## config.mk

```make
export PLATFORM = sky130hd
export DESIGN_NAME = cmd_port_decoder
export DESIGN_NICKNAME = d
export VERILOG_FILES = /design/src/rtl/cpd_pkg.sv /design/src/rtl/cpd_half_assembler.sv /design/src/rtl/cpd_regfile.sv /design/src/rtl/cpd_target_decode.sv /design/src/rtl/cmd_port_decoder.sv
export SDC_FILE = /design/constraint.sdc
export NUM_CORES = 1
export LEC_CHECK = 0
export BUFFER_PORTS_ARGS = -buffer_cell sky130_fd_sc_hd__buf_2
export CAP_MARGIN = 15
export CORE_ASPECT_RATIO = 0.5
export CORE_MARGIN = 10
export CORE_UTILIZATION = 40
export CTS_BUF_LIST = sky130_fd_sc_hd__clkbuf_8 sky130_fd_sc_hd__clkbuf_16
export DETAILED_ROUTE_END_ITERATION = 16
export PLACE_DENSITY = 0.73
export SLEW_MARGIN = 20
export SYNTH_ARGS = -nofsm -noshare
export SYNTH_HDL_FRONTEND = slang
export SYNTH_HIERARCHICAL = 1
export SYNTH_SLANG_ARGS = --single-unit
```

## constraint.sdc

```tcl
create_clock -name clk -period 1.75 [get_ports clk]
set_input_delay 0.2625 -clock clk [delete_from_list [all_inputs] [get_ports clk]]
set_output_delay 0.2625 -clock clk [all_outputs]
set_load 0.05 [all_outputs]
```

## src/rtl/cpd_pkg.sv

```systemverilog
package cpd_pkg;

    localparam int WORD_W      = 16;
    localparam int CODE_W      = 6;
    localparam int ADDR_W      = 17;
    localparam int LO_ADDR_W   = 14;
    localparam int NUM_REGS    = 24;
    localparam int REG_W       = 8;
    localparam int REG_IDX_W   = 5;
    localparam int DMA_EN_REG  = 1;
    localparam int DMA_EN_BIT  = 4;
    localparam logic [1:0] REG_TAG = 2'b10;

    typedef enum logic [2:0] {
        TGT_NONE  = 3'd0,
        TGT_VRAM  = 3'd1,
        TGT_CRAM  = 3'd2,
        TGT_VSRAM = 3'd3,
        TGT_VRAM8 = 3'd4
    } tgt_e;

    typedef struct packed {
        logic [CODE_W-1:0] code;
        logic [ADDR_W-1:0] addr;
    } cmd_t;

    function automatic tgt_e decode_target(input logic [3:0] sel);
        case (sel)
            4'b0000, 4'b0001: decode_target = TGT_VRAM;
            4'b0011, 4'b1000: decode_target = TGT_CRAM;
            4'b0100, 4'b0101: decode_target = TGT_VSRAM;
            4'b1100:          decode_target = TGT_VRAM8;
            default:          decode_target = TGT_NONE;
        endcase
    endfunction

    function automatic logic is_readable(input logic [3:0] sel);
        case (sel)
            4'b0000, 4'b1000, 4'b0100, 4'b1100: is_readable = 1'b1;
            default:                            is_readable = 1'b0;
        endcase
    endfunction

endpackage

```

## src/rtl/cpd_half_assembler.sv

```systemverilog
module cpd_half_assembler
    import cpd_pkg::*;
#(
    parameter int W  = WORD_W,
    parameter int IW = REG_IDX_W,
    parameter int RW = REG_W
) (
    input  logic          clk,
    input  logic          rst,
    input  logic          ctrl_wr,
    input  logic          ctrl_rd,
    input  logic [W-1:0]  wdata,
    output cmd_t          cmd,
    output logic          pending,
    output logic          reg_we,
    output logic [IW-1:0] reg_idx,
    output logic [RW-1:0] reg_val,
    output logic          second_take,
    output logic          second_start
);

    cmd_t cmd_q;
    logic pending_q;
    logic is_reg, is_first, is_second;

    always_comb begin
        is_reg    = ctrl_wr && !pending_q && (wdata[15:14] == REG_TAG);
        is_first  = ctrl_wr && !pending_q && !is_reg;
        is_second = ctrl_wr && pending_q;
    end

    always_ff @(posedge clk) begin
        if (rst) begin
            cmd_q     <= '0;
            pending_q <= 1'b0;
        end else begin
            if (is_first) begin
                cmd_q.code[1:0]           <= wdata[15:14];
                cmd_q.addr[LO_ADDR_W-1:0] <= wdata[LO_ADDR_W-1:0];
            end
            if (is_second) begin
                cmd_q.code[CODE_W-1:2]           <= wdata[7:4];
                cmd_q.addr[ADDR_W-1:LO_ADDR_W]   <= wdata[2:0];
            end
            if (ctrl_rd)
                pending_q <= 1'b0;
            else if (is_first)
                pending_q <= 1'b1;
            else if (is_second || is_reg)
                pending_q <= 1'b0;
        end
    end

    assign cmd          = cmd_q;
    assign pending      = pending_q;
    assign reg_we       = is_reg;
    assign reg_idx      = wdata[8+IW-1:8];
    assign reg_val      = wdata[RW-1:0];
    assign second_take  = is_second;
    assign second_start = wdata[7];

endmodule

```

## src/rtl/cpd_regfile.sv

```systemverilog
module cpd_regfile
    import cpd_pkg::*;
#(
    parameter int N  = NUM_REGS,
    parameter int IW = REG_IDX_W,
    parameter int RW = REG_W
) (
    input  logic          clk,
    input  logic          rst,
    input  logic          we,
    input  logic [IW-1:0] idx,
    input  logic [RW-1:0] val,
    output logic [N*RW-1:0] flat
);

    for (genvar g = 0; g < N; g++) begin : g_reg
        logic [RW-1:0] r_q;
        always_ff @(posedge clk) begin
            if (rst)
                r_q <= '0;
            else if (we && (idx == IW'(g)))
                r_q <= val;
        end
        assign flat[g*RW +: RW] = r_q;
    end

endmodule

```

## src/rtl/cpd_target_decode.sv

```systemverilog
module cpd_target_decode
    import cpd_pkg::*;
(
    input  logic [3:0] sel,
    output tgt_e       target,
    output logic       is_write,
    output logic       can_read
);

    always_comb begin
        target   = decode_target(sel);
        is_write = sel[0];
        can_read = is_readable(sel);
    end

endmodule

```

## src/rtl/cmd_port_decoder.sv

```systemverilog
module cmd_port_decoder
    import cpd_pkg::*;
#(
    parameter int W  = WORD_W,
    parameter int CW = CODE_W,
    parameter int AW = ADDR_W,
    parameter int N  = NUM_REGS,
    parameter int RW = REG_W
) (
    input  logic           clk,
    input  logic           rst,
    input  logic           ctrl_wr,
    input  logic           ctrl_rd,
    input  logic [W-1:0]   wdata,
    input  logic           data_rd,
    output logic           rd_ack,
    output logic [CW-1:0]  cmd_code,
    output logic [AW-1:0]  cmd_addr,
    output logic [2:0]     cmd_target,
    output logic           cmd_write,
    output logic           dma_req,
    output logic           dma_copy,
    output logic [N*RW-1:0] reg_file
);

    localparam int EN_POS = DMA_EN_REG * RW + DMA_EN_BIT;

    cmd_t                 cmd;
    logic                 pending_q;
    logic                 reg_we;
    logic [REG_IDX_W-1:0] reg_idx;
    logic [RW-1:0]        reg_val;
    logic                 second_take, second_start;
    tgt_e                 target;
    logic                 is_write, can_read;
    logic                 dma_q;

    cpd_half_assembler u_asm (
        .clk          (clk),
        .rst          (rst),
        .ctrl_wr      (ctrl_wr),
        .ctrl_rd      (ctrl_rd),
        .wdata        (wdata),
        .cmd          (cmd),
        .pending      (pending_q),
        .reg_we       (reg_we),
        .reg_idx      (reg_idx),
        .reg_val      (reg_val),
        .second_take  (second_take),
        .second_start (second_start)
    );

    cpd_regfile u_regs (
        .clk  (clk),
        .rst  (rst),
        .we   (reg_we),
        .idx  (reg_idx),
        .val  (reg_val),
        .flat (reg_file)
    );

    cpd_target_decode u_dec (
        .sel      (cmd.code[3:0]),
        .target   (target),
        .is_write (is_write),
        .can_read (can_read)
    );

    always_ff @(posedge clk) begin
        if (rst)
            dma_q <= 1'b0;
        else
            dma_q <= second_take && second_start && reg_file[EN_POS];
    end

    assign cmd_code   = cmd.code;
    assign cmd_addr   = cmd.addr;
    assign cmd_target = target;
    assign cmd_write  = is_write;
    assign dma_req    = dma_q;
    assign dma_copy   = cmd.code[4];
    assign rd_ack     = data_rd && can_read;

endmodule

```

=== Yosys cells after proc, flatten, opt, wreduce, memory -nomap -nowiden ===
Index checks and enable logic that the tools add are counted.

* Equal/unequal tests: 30
* Mux-type cells: 4
* Reduce and logical (&&, ||, !) cells: 42

{| class="wikitable"
|+ Operator list
! cell !! count
|-
| 5-bit by 4-bit == test with 1-bit output, second input constant || 8
|-
| 5-bit == test, second input constant || 8
|-
| 1-bit logical AND || 31
|-
| 5-bit by 3-bit == test with 1-bit output, second input constant || 4
|-
| 3-bit case mux with 4 select lines || 1
|-
| 5-bit by 2-bit == test with 1-bit output, second input constant || 2
|-
| 4-bit by 3-bit == test with 1-bit output, second input constant || 2
|-
| 4-bit == test, second input constant || 2
|-
| 2-bit OR reduction || 4
|-
| 5-bit by 1-bit == test with 1-bit output, second input constant || 1
|-
| 5-bit zero test || 1
|-
| 4-bit by 1-bit == test with 1-bit output, second input constant || 1
|-
| 4-bit by 2-bit == test with 1-bit output, second input constant || 1
|-
| 4-bit zero test || 1
|-
| 4-bit OR reduction || 1
|-
| 1-bit two-way mux || 3
|-
| 2-bit == test, second input constant || 1
|-
| 1-bit zero test || 2
|-
| 2-bit nonzero test || 1
|-
| 1-bit logical OR || 1
|}

* Word-level logic and storage cells: 106
* Output and inout bits: 222
* Register bits after elaboration: 217

=== Longest topological paths before layout ===
Gate-level depths: netlist of run 1.

* Word-level depth: 6
* Gate-level depth with buffers: 7

=== Modules after synthesis ===
The synthesis of run 1 kept the hierarchy.

{| class="wikitable"
|+ By module, submodules not included
! module !! area each (sq um) !! times used !! cells an instance
|-
| cpd_regfile || 7472.2 || 1 || 661
|-
| cpd_half_assembler || 1157.4 || 1 || 126
|-
| cpd_target_decode || 50.0 || 1 || 7
|-
| cmd_port_decoder || 43.8 || 1 || 4
|}

=== Least setup slack after synthesis of run 1 ===
OpenSTA, ideal clock, no wires.

* Kind: register to output
* Start: reg u_asm.cmd_q (netlist bit u_asm/cmd[18])
* End: out cmd_target[1]
* Slack: -0.186 ns
* Arrival: 1.673 ns
* Cell stages (with the launch flop): 3
* Cells stage by stage: dfxtp_1 nor2_1 a211o_2

* Cells in the longest elaborated chain, start to end: 3
* Elaborated cells between the ends (all ways): 11

{| class="wikitable"
|+ RTL lines
! item !! RTL line !! text
|-
| start: declaration || cpd_half_assembler.sv:22 || <nowiki>cmd_t cmd_q;</nowiki>
|-
| 4-bit by 3-bit == test with 1-bit output, or another cell as far along || cpd_pkg.sv:28 || <nowiki>case (sel)</nowiki>
|-
| 2-bit OR reduction || cpd_pkg.sv:28 ||
|-
| 3-bit case mux with 4 select lines * || cpd_pkg.sv:28 ||
|-
| end: declaration || cmd_port_decoder.sv:19 || <nowiki>output logic [2:0] cmd_target,</nowiki>
|}

Every way passes the cells marked *; elsewhere a longest branch is shown, timed or not.

=== Worst setup path after layout of run 1 ===
* Start: reg u_asm.cmd_q (netlist bit u_asm/cmd[20])
* End: out cmd_target[1]

The elaborated chain is that of the path after synthesis.

==> impl_metrics.ini, run 1 <==
[status]
run_status = finished clean

[sta]
period_share_pct = 98.5
setup_slack_ps = 25.4
rsz0062_at_grt = yes
max_freq_mhz = 580
relSlewSlack_pct = 75.8
finClkSkew_ps = 10.2
hold_slack_ps = 36.4
setup-violations-final = 0
hold_violations = 0
min_period_ps = 1720
tightestPinTransition_ps = 364
drv_slew = 0

[die]
ios = 243
rows = 38
die_area_sq_um = 28500
fp.dieW_microns = 229
initial_core_util_pct = 40.5
core-area_sq_um = 21500
die_y_microns = 124

[route]
vias = 6507
drt_iter0_drc = 363
routedWlPerCell_microns = 19.9
drc = 0
ant_nets = 0
viasPerCell = 4.86
drtPass1Iterations = 5
routed_wl_microns = 26700

[logic_synthesis]
synth_xor_area_share_pct = 0
yosys.area_share.adder_pct = 0
synth-edff-count = 0
ys_types = 31
synth_warnings = 6
synthSimpleGateAreaFrac_pct = 20.2
synth_seq_cells = 217
async_flop_share_pct = 0
syn_nets = 819
synthCells = 798
syn_avg_cell_area_sq_um = 10.9
synth_compound_gate_area_share_pct = 3.67
synthFlopType = dfxtp_1
muxShareOfSynthArea_pct = 22.0
synth.cell_area_sq_um = 8720
yosysSeqAreaShare_pct = 49.8
synth_top_family_by_area = multiplexers

[grt]
grt.total_usage_pct = 17.6
grt_pass1_vias = 6678
gr-total-overflow = 0
grt_pass1_wl_microns = 40400
antenna_found_initial = 0
grt_max_degree = 80

[worst_setup_path]
cp.arrival_ps = 1460
cpPeakStageDelay_ps = 370
path_cells = nor4b_4 -> a211o_2 -> buf_8
cp-start-kind = flop
slowest_stage = dfxtp_4
path_buf_inv = 1
critPathKind = flop to primary output
cp.required_ps = 1490
cp_top_family = flip-flops
end_kind = primary output
cp_max_fo = 6

[power_and_ir_drop]
peakVddDrop_mv = 0.492
p_clk_share_pct = 44.8
leakage_nw = 6.05
intPower_mw = 7.93
sw_frac_of_total_pct = 23.4
seqPwrFrac_pct = 48.3
p_total_mw = 10.3
power_density_nw_per_um2 = 934
p_sw_mw = 2.42
p_comb_share_pct = 6.9

[job]
maxCapViolations = 0

[cts]
cts_buffers = 21
h-tree-depth = 1
clk_pin_slew_ps = 70
clock-sinks = 217
insertion_delay_ps = 490
cts_tree = done
cts_root_buf = clkbuf_16
clockBufferDepth = 3

[final_layout]
final_area_sq_um = 11100
fin_nets = 1047
area_growth_pct = 26.9
layout_common_cells = buf_2, dfxtp_1, nand2b_1
mostFrequentLayoutCell = buf_2
drive_gt1_share_pct = 34.5
antenna_cells = 0
fin_cells = 1339
fill_cells = 1945

[placed_design]
dp_cells = 1300
placed_area_sq_um = 10200
gp_congestion = 0.852
pre_cts_slack_ps = 8.17
hpwlAfterDp_microns = 18700
port-buffer-count = 242

[worst_hold_path]
hp-class = input pin to flop
-- repair_timing --
| item | CTS | global route |
|---|---|---|
| endpoints found under the hold margin | 1 | 0 |
| pin swaps | 0 | 2 |
| resized for setup | 6 | 17 |
| hold buffers | 1 | 0 |
| buffers inserted | 0 | 2 |
| endpoints found under the setup margin | 1 | 95 |
| gates cloned | 0 | 0 |
-- registers in the layout (all words and copies together) (netlist names) --
signal and cells:
u_asm/pending 1, u_regs/g.r_q 192, u_asm/cmd 23, dma_req 1
-- metrics by stage --
stage                     setup TNS (ps)  util, %
after detailed placement               0     47.6
final                                  0     51.4
after global routing                -185     51.4
after global placement                 0     47.6
after floorplan                        0        -
after CTS                              0     51.0
-- power groups by stage --
stage | clock network [mW] | logic [mW] | registers (mW)
CTS | 4.74 | 0.704 | 4.99
global route | 4.96 | 0.749 | 4.99
floorplan | 0 | 0.376 | 5.22
finish | 4.64 | 0.711 | 4.99
global placement | 0 | 0.688 | 5.10
detailed placement | 0 | 0.698 | 5.11
-- layer usage --
metal | up-vias | share of wire (%) | global-route usage [%]
li1 | 3108 | - | -
met1 | 3198 | 43 | 21.1
met2 | 158 | 50 | 31.0
met3 | 43 | 4.3 | 3.39
met4 | 0 | 2.9 | 5.57
met5 | - | 0 | 0
-- Yosys cell counts, types with 2 or more instances --
cell type  number  share of area [%]
a21bo_1        14                1.6
a21oi_1        12               0.69
a21oi_2        12                1.2
and2_1          2               0.14
and4b_1         4               0.46
and4bb_2        3               0.43
buf_2          25                1.4
buf_4          19                1.6
buf_6           2               0.26
clkbuf_1       20               0.86
dfxtp_1       217                 50
mux2i_1       192                 22
nand2_1        10               0.43
nand2_2        23                1.6
nand2b_1      201                 14
nand3_1        21                1.2
nor2_1          4               0.17
nor2b_1         3               0.22
nor3_1          2               0.11
-- worst min-delay path: stages --
cell	delay, ps
buf_2	100
nand3_1	70
a21oi_2	50
-- final cells by class --
| class | instances | area, sq um | area share, % |
|---|---|---|---|
| Inverter | 1 | 3.75 | 0.0339 |
| Multi-Input combinational cell | 513 | 4080 | 36.8 |
| Tap cell | 300 | 375 | 3.39 |
| Clock inverter | 10 | 116 | 1.05 |
| Timing Repair Buffer | 272 | 1550 | 14.0 |
| Clock buffer | 26 | 594 | 5.37 |
| Sequential cell | 217 | 4360 | 39.3 |
-- cells by family (layout without fill, tap and decap cells) --
kind of cell,after synthesis,in the layout
multiplexers,192,192
buffers and inverters,68,309
flip-flops,217,217
AO/OA/AOI/OAI,40,40
AND/OR/NAND/NOR,281,281
-- path summary, 6_finish.rpt --
kind | startpoint | end | slack, ps | cells past startpoint
worst max register to register | u_asm/pending | u_regs/g_reg[13].r_q[1] | 40 | 6
worst min register to register | u_asm/cmd[22] | u_asm/cmd[22] | 470 | 2
worst min-delay path | wdata[13] | u_asm/cmd[13] | 40 | 3
worst max-delay path | u_asm/cmd[20] | cmd_target[1] | 30 | 3
Note: power is estimated with default switching activity, not from simulation.
==> run 2, diff against run 1 <==
CORE_ASPECT_RATIO = 1.25   (was 0.5)
==> impl_metrics.ini, run 2 (same netlist as run 1, synthesis figures left out) <==
[status]
run_status = finished clean

[die]
core-area_sq_um = 21500
fp.dieW_microns = 152
rows = 60
die_y_microns = 185
ios = 243
initial_core_util_pct = 40.6
die_area_sq_um = 28200

[job]
maxCapViolations = 0

[grt]
grt_pass1_vias = 6679
gr-total-overflow = 0
antenna_found_initial = 0
grt_max_degree = 151
grt.total_usage_pct = 16.9
grt_pass1_wl_microns = 38800

[cts]
clockBufferDepth = 3
cts_tree = done
cts_buffers = 22
insertion_delay_ps = 510
h-tree-depth = 1
clock-sinks = 217
cts_root_buf = clkbuf_16
clk_pin_slew_ps = 60

[power_and_ir_drop]
seqPwrFrac_pct = 47.4
power_density_nw_per_um2 = 957
peakVddDrop_mv = 0.714
p_sw_mw = 2.47
sw_frac_of_total_pct = 23.4
leakage_nw = 6.00
p_clk_share_pct = 46.1
intPower_mw = 8.07
p_comb_share_pct = 6.5

[worst_setup_path]
cp.arrival_ps = 1480
rrSetupSlack_ps = 50
reg2reg_from = u_asm/pending
cp-start-kind = flop
cp_max_fo = 6
end_kind = primary output
ff2ff_path_depth = 6
critPathKind = flop to primary output
reg2reg_to = u_regs/g_reg[9].r_q[0]
critPathLaunch = u_asm/cmd[20]
cp.required_ps = 1490

[placed_design]
port-buffer-count = 242
pre_cts_slack_ps = -70.0
gp_congestion = 0.783
hpwlAfterDp_microns = 17800

[route]
drtPass1Iterations = 5
routed_wl_microns = 25200
drt_iter0_drc = 263
routedWlPerCell_microns = 19.0
ant_nets = 0
drc = 0
viasPerCell = 4.83
vias = 6379

[worst_hold_path]
hold_path.startpoint = wdata[14]
hold_path_depth = 3
min_to = u_asm/cmd[17]
hp-class = input pin to flop

[sta]
hold_violations = 0
relSlewSlack_pct = 59.3
min_period_ps = 1740
finClkSkew_ps = 8.31
drv_slew = 0
rsz0062_at_grt = yes
setup-violations-final = 0
hold_slack_ps = 19.9
tightestPinTransition_ps = 610
period_share_pct = 99.6
setup_slack_ps = 6.53
max_freq_mhz = 574

[final_layout]
fin_nets = 1047
area_growth_pct = 26.2
drive_gt1_share_pct = 34.5
largest-register = u_regs/g.r_q
mostFrequentLayoutCell = buf_2
largest_reg_flops = 192
antenna_cells = 0
layout_common_cells = buf_2, dfxtp_1, nand2b_1
final_util_pct = 51.3
-- run 2: timing repair --
item	CTS	global route
endpoints found under the setup margin	24	28
hold buffers	3	0
endpoints found under the hold margin	4	0
setup buffers	0	1
pin swaps	0	1
resized for setup	7	13
-- run 2: power groups by stage --
| stage | clock [mW] | sequential (mW) | combinational, mW |
|---|---|---|---|
| 2_1_floorplan | 0 | 5.22 | 0.376 |
| 3_3_place_gp | 0 | 5.10 | 0.671 |
| 3_5_place_dp | 0 | 5.11 | 0.671 |
| 4_1_cts | 4.99 | 4.99 | 0.680 |
| 5_1_grt | 5.16 | 5.00 | 0.726 |
| 6_report | 4.86 | 5.00 | 0.685 |
-- run 2: worst max-delay path by stage --
stage | depth (start not counted) | endpoint
final | 3 | cmd_target[1]
after global placement | 8 | u_regs/g_reg[7].r_q[4]
after floorplan | 2 | cmd_target[1]
after global routing | 3 | cmd_target[1]
after detailed placement | 8 | u_regs/g_reg[7].r_q[5]
after CTS | 3 | cmd_target[1]
-- run 2: area by class of cell --
class,instances,area [sq um]
Fill cell,1981,10500
Sequential cell,217,4350
Tap cell,279,349
Inverter,1,3.75
Timing Repair Buffer,271,1490
Clock buffer,28,633
Clock inverter,12,126
Multi-Input combinational cell,513,4060
-- run 2: metal layers --
metal | up-vias | part of all wire [%] | wire [microns] | GRT usage (%)
met5 | - | 0 | 0 | 0
met4 | 0 | 2.1 | 520 | 4.90
met3 | 41 | 6.1 | 1530 | 3.97
met2 | 192 | 48 | 12000 | 29.3
met1 | 3036 | 44 | 11100 | 20.4
li1 | 3110 | - | - | -
-- run 2: worst max-delay path, stage by stage (launching register included) --
cell     delay (ps)
dfxtp_4         370
nor4b_4         130
a211o_2         320
buf_8           150
-- run 2: through the flow --
step                      power [mW]  TNS (ps)  cell area, sq um  instances
after floorplan                 5.60         0              8730        798
after global placement          5.78     -1520             10100       1277
after detailed placement        5.78     -1470             10100       1277
after CTS                       10.7     -42.6             10900       1320
after global routing            10.9      -746             11000       1321
final                           10.5         0             11000       1321
==> run 3, diff against run 2 <==
CORE_UTILIZATION = 47   (was 40)
PLACE_DENSITY = 0.83   (was 0.73)
==> impl_metrics.ini, run 3 (same netlist as run 1, synthesis figures left out) <==
[status]
run_status = finished clean

[sta]
setup_tns_ps = 0
max_freq_mhz = 577
relSlewSlack_pct = 58.1
hold_violations = 0
rsz0062_at_grt = yes
finClkSkew_ps = 12.3
min_period_ps = 1730
hold_slack_ps = 25.0
drv_slew = 0
period_share_pct = 99.0
tightestPinTransition_ps = 628
setup-violations-final = 0

[final_layout]
largest-register = u_regs/g.r_q
fin_nets = 1047
register_area_sq_um = 4360
largest_reg_flops = 192
layout_common_cells = buf_2, dfxtp_1, nand2b_1
multi_input_area_sq_um = 4070
fill_cells = 1555
final_util_pct = 60.0
mostFrequentLayoutCell = buf_2
final_area_sq_um = 10900
area_growth_pct = 25.1
antenna_cells = 0
drive_gt1_share_pct = 34.3

[die]
die_y_microns = 172
initial_core_util_pct = 48.0
rows = 55
ios = 243
core-area_sq_um = 18200
die_area_sq_um = 24400
fp.dieW_microns = 142

[placed_design]
placed_area_sq_um = 10100
port-buffer-count = 242
gp_congestion = 0.780
hpwlAfterDp_microns = 17400

[cts]
h-tree-depth = 1
cts_buffers = 22
clockBufferDepth = 3
cts_tree = done
cts_root_buf = clkbuf_16
clock-sinks = 217
insertion_delay_ps = 500
clk_pin_slew_ps = 70

[worst_setup_path]
cp_max_fo = 6
critPathKind = flop to primary output
cp.arrival_ps = 1470
cp.required_ps = 1490
end_kind = primary output
cp-start-kind = flop

[grt]
grt_pass1_vias = 6631
gr-total-overflow = 0
grt_pass1_wl_microns = 37400
grt.total_usage_pct = 19.0
grt_max_degree = 95
antenna_found_initial = 0

[route]
drtPass1Iterations = 7
drt_iter0_drc = 298
routed_wl_microns = 24700
vias = 6435
routedWlPerCell_microns = 19.4
ant_nets = 0
drc = 0
viasPerCell = 5.07

[power_and_ir_drop]
peakVddDrop_mv = 0.683
leakage_nw = 6.03
power_density_nw_per_um2 = 947

[job]
maxCapViolations = 0

[worst_hold_path]
hp-class = input pin to flop
## run 3: cell type report
cell class	count	area share [%]
flip-flops and latches	217	39.9
multi-input cells	513	37.3
repair buffers	271	13.5
clock buffers	28	5.91
well taps	228	2.61
clock inverters	11	0.723
inverters	1	0.0344
## run 3: stage by stage
stage | setup WS, ps | cells | power [mW]
detailed placement | -65.0 | 1228 | 5.77
floorplan | 21.9 | 798 | 5.60
global placement | -37.0 | 1228 | 5.77
global route | -47.4 | 1269 | 10.7
finish | 17.4 | 1269 | 10.3
CTS | -32.4 | 1268 | 10.4
## run 3: repair_timing
item	CTS	global route
hold endpoints to repair	1	0
pin swaps	0	2
gates resized for setup	3	21
setup endpoints to repair	25	137
cloned	0	0
hold buffers	1	0
setup buffers	0	1
## run 3: path summary, 6_finish.rpt
check | start | end | slack [ps] | depth (start not counted)
worst max-delay path | u_asm/cmd[20] | cmd_target[1] | 20 | 3
worst min-delay path | wdata[13] | u_asm/cmd[13] | 30 | 3
worst max register to register | u_asm/pending | u_regs/g_reg[22].r_q[7] | 70 | 6
worst min register to register | u_asm/cmd[14] | u_asm/cmd[14] | 460 | 2
## run 3: worst max-delay path, stage by stage (launching register included)
cell and delay [ps]:
dfxtp_4 370, nor4b_4 130, a211o_2 320, buf_8 150
## run 3: layer usage
layer  vias to the layer above  part of all wire, %  track usage [%]  routed length, microns
met3                        40                  6.8             4.72                    1690
li1                       3113                    -                -                       -
met1                      3066                   42             22.8                   10300
met5                         -                    0                0                       0
met4                         0                  2.1             6.14                     523
met2                       216                   49             32.5                   12200
## run 3: where the power goes
part           switching, mW  total, mW  internal [mW]
clock                   1.91       4.65           2.74
sequential            0.0235       4.99           4.97
combinational          0.452      0.681          0.230
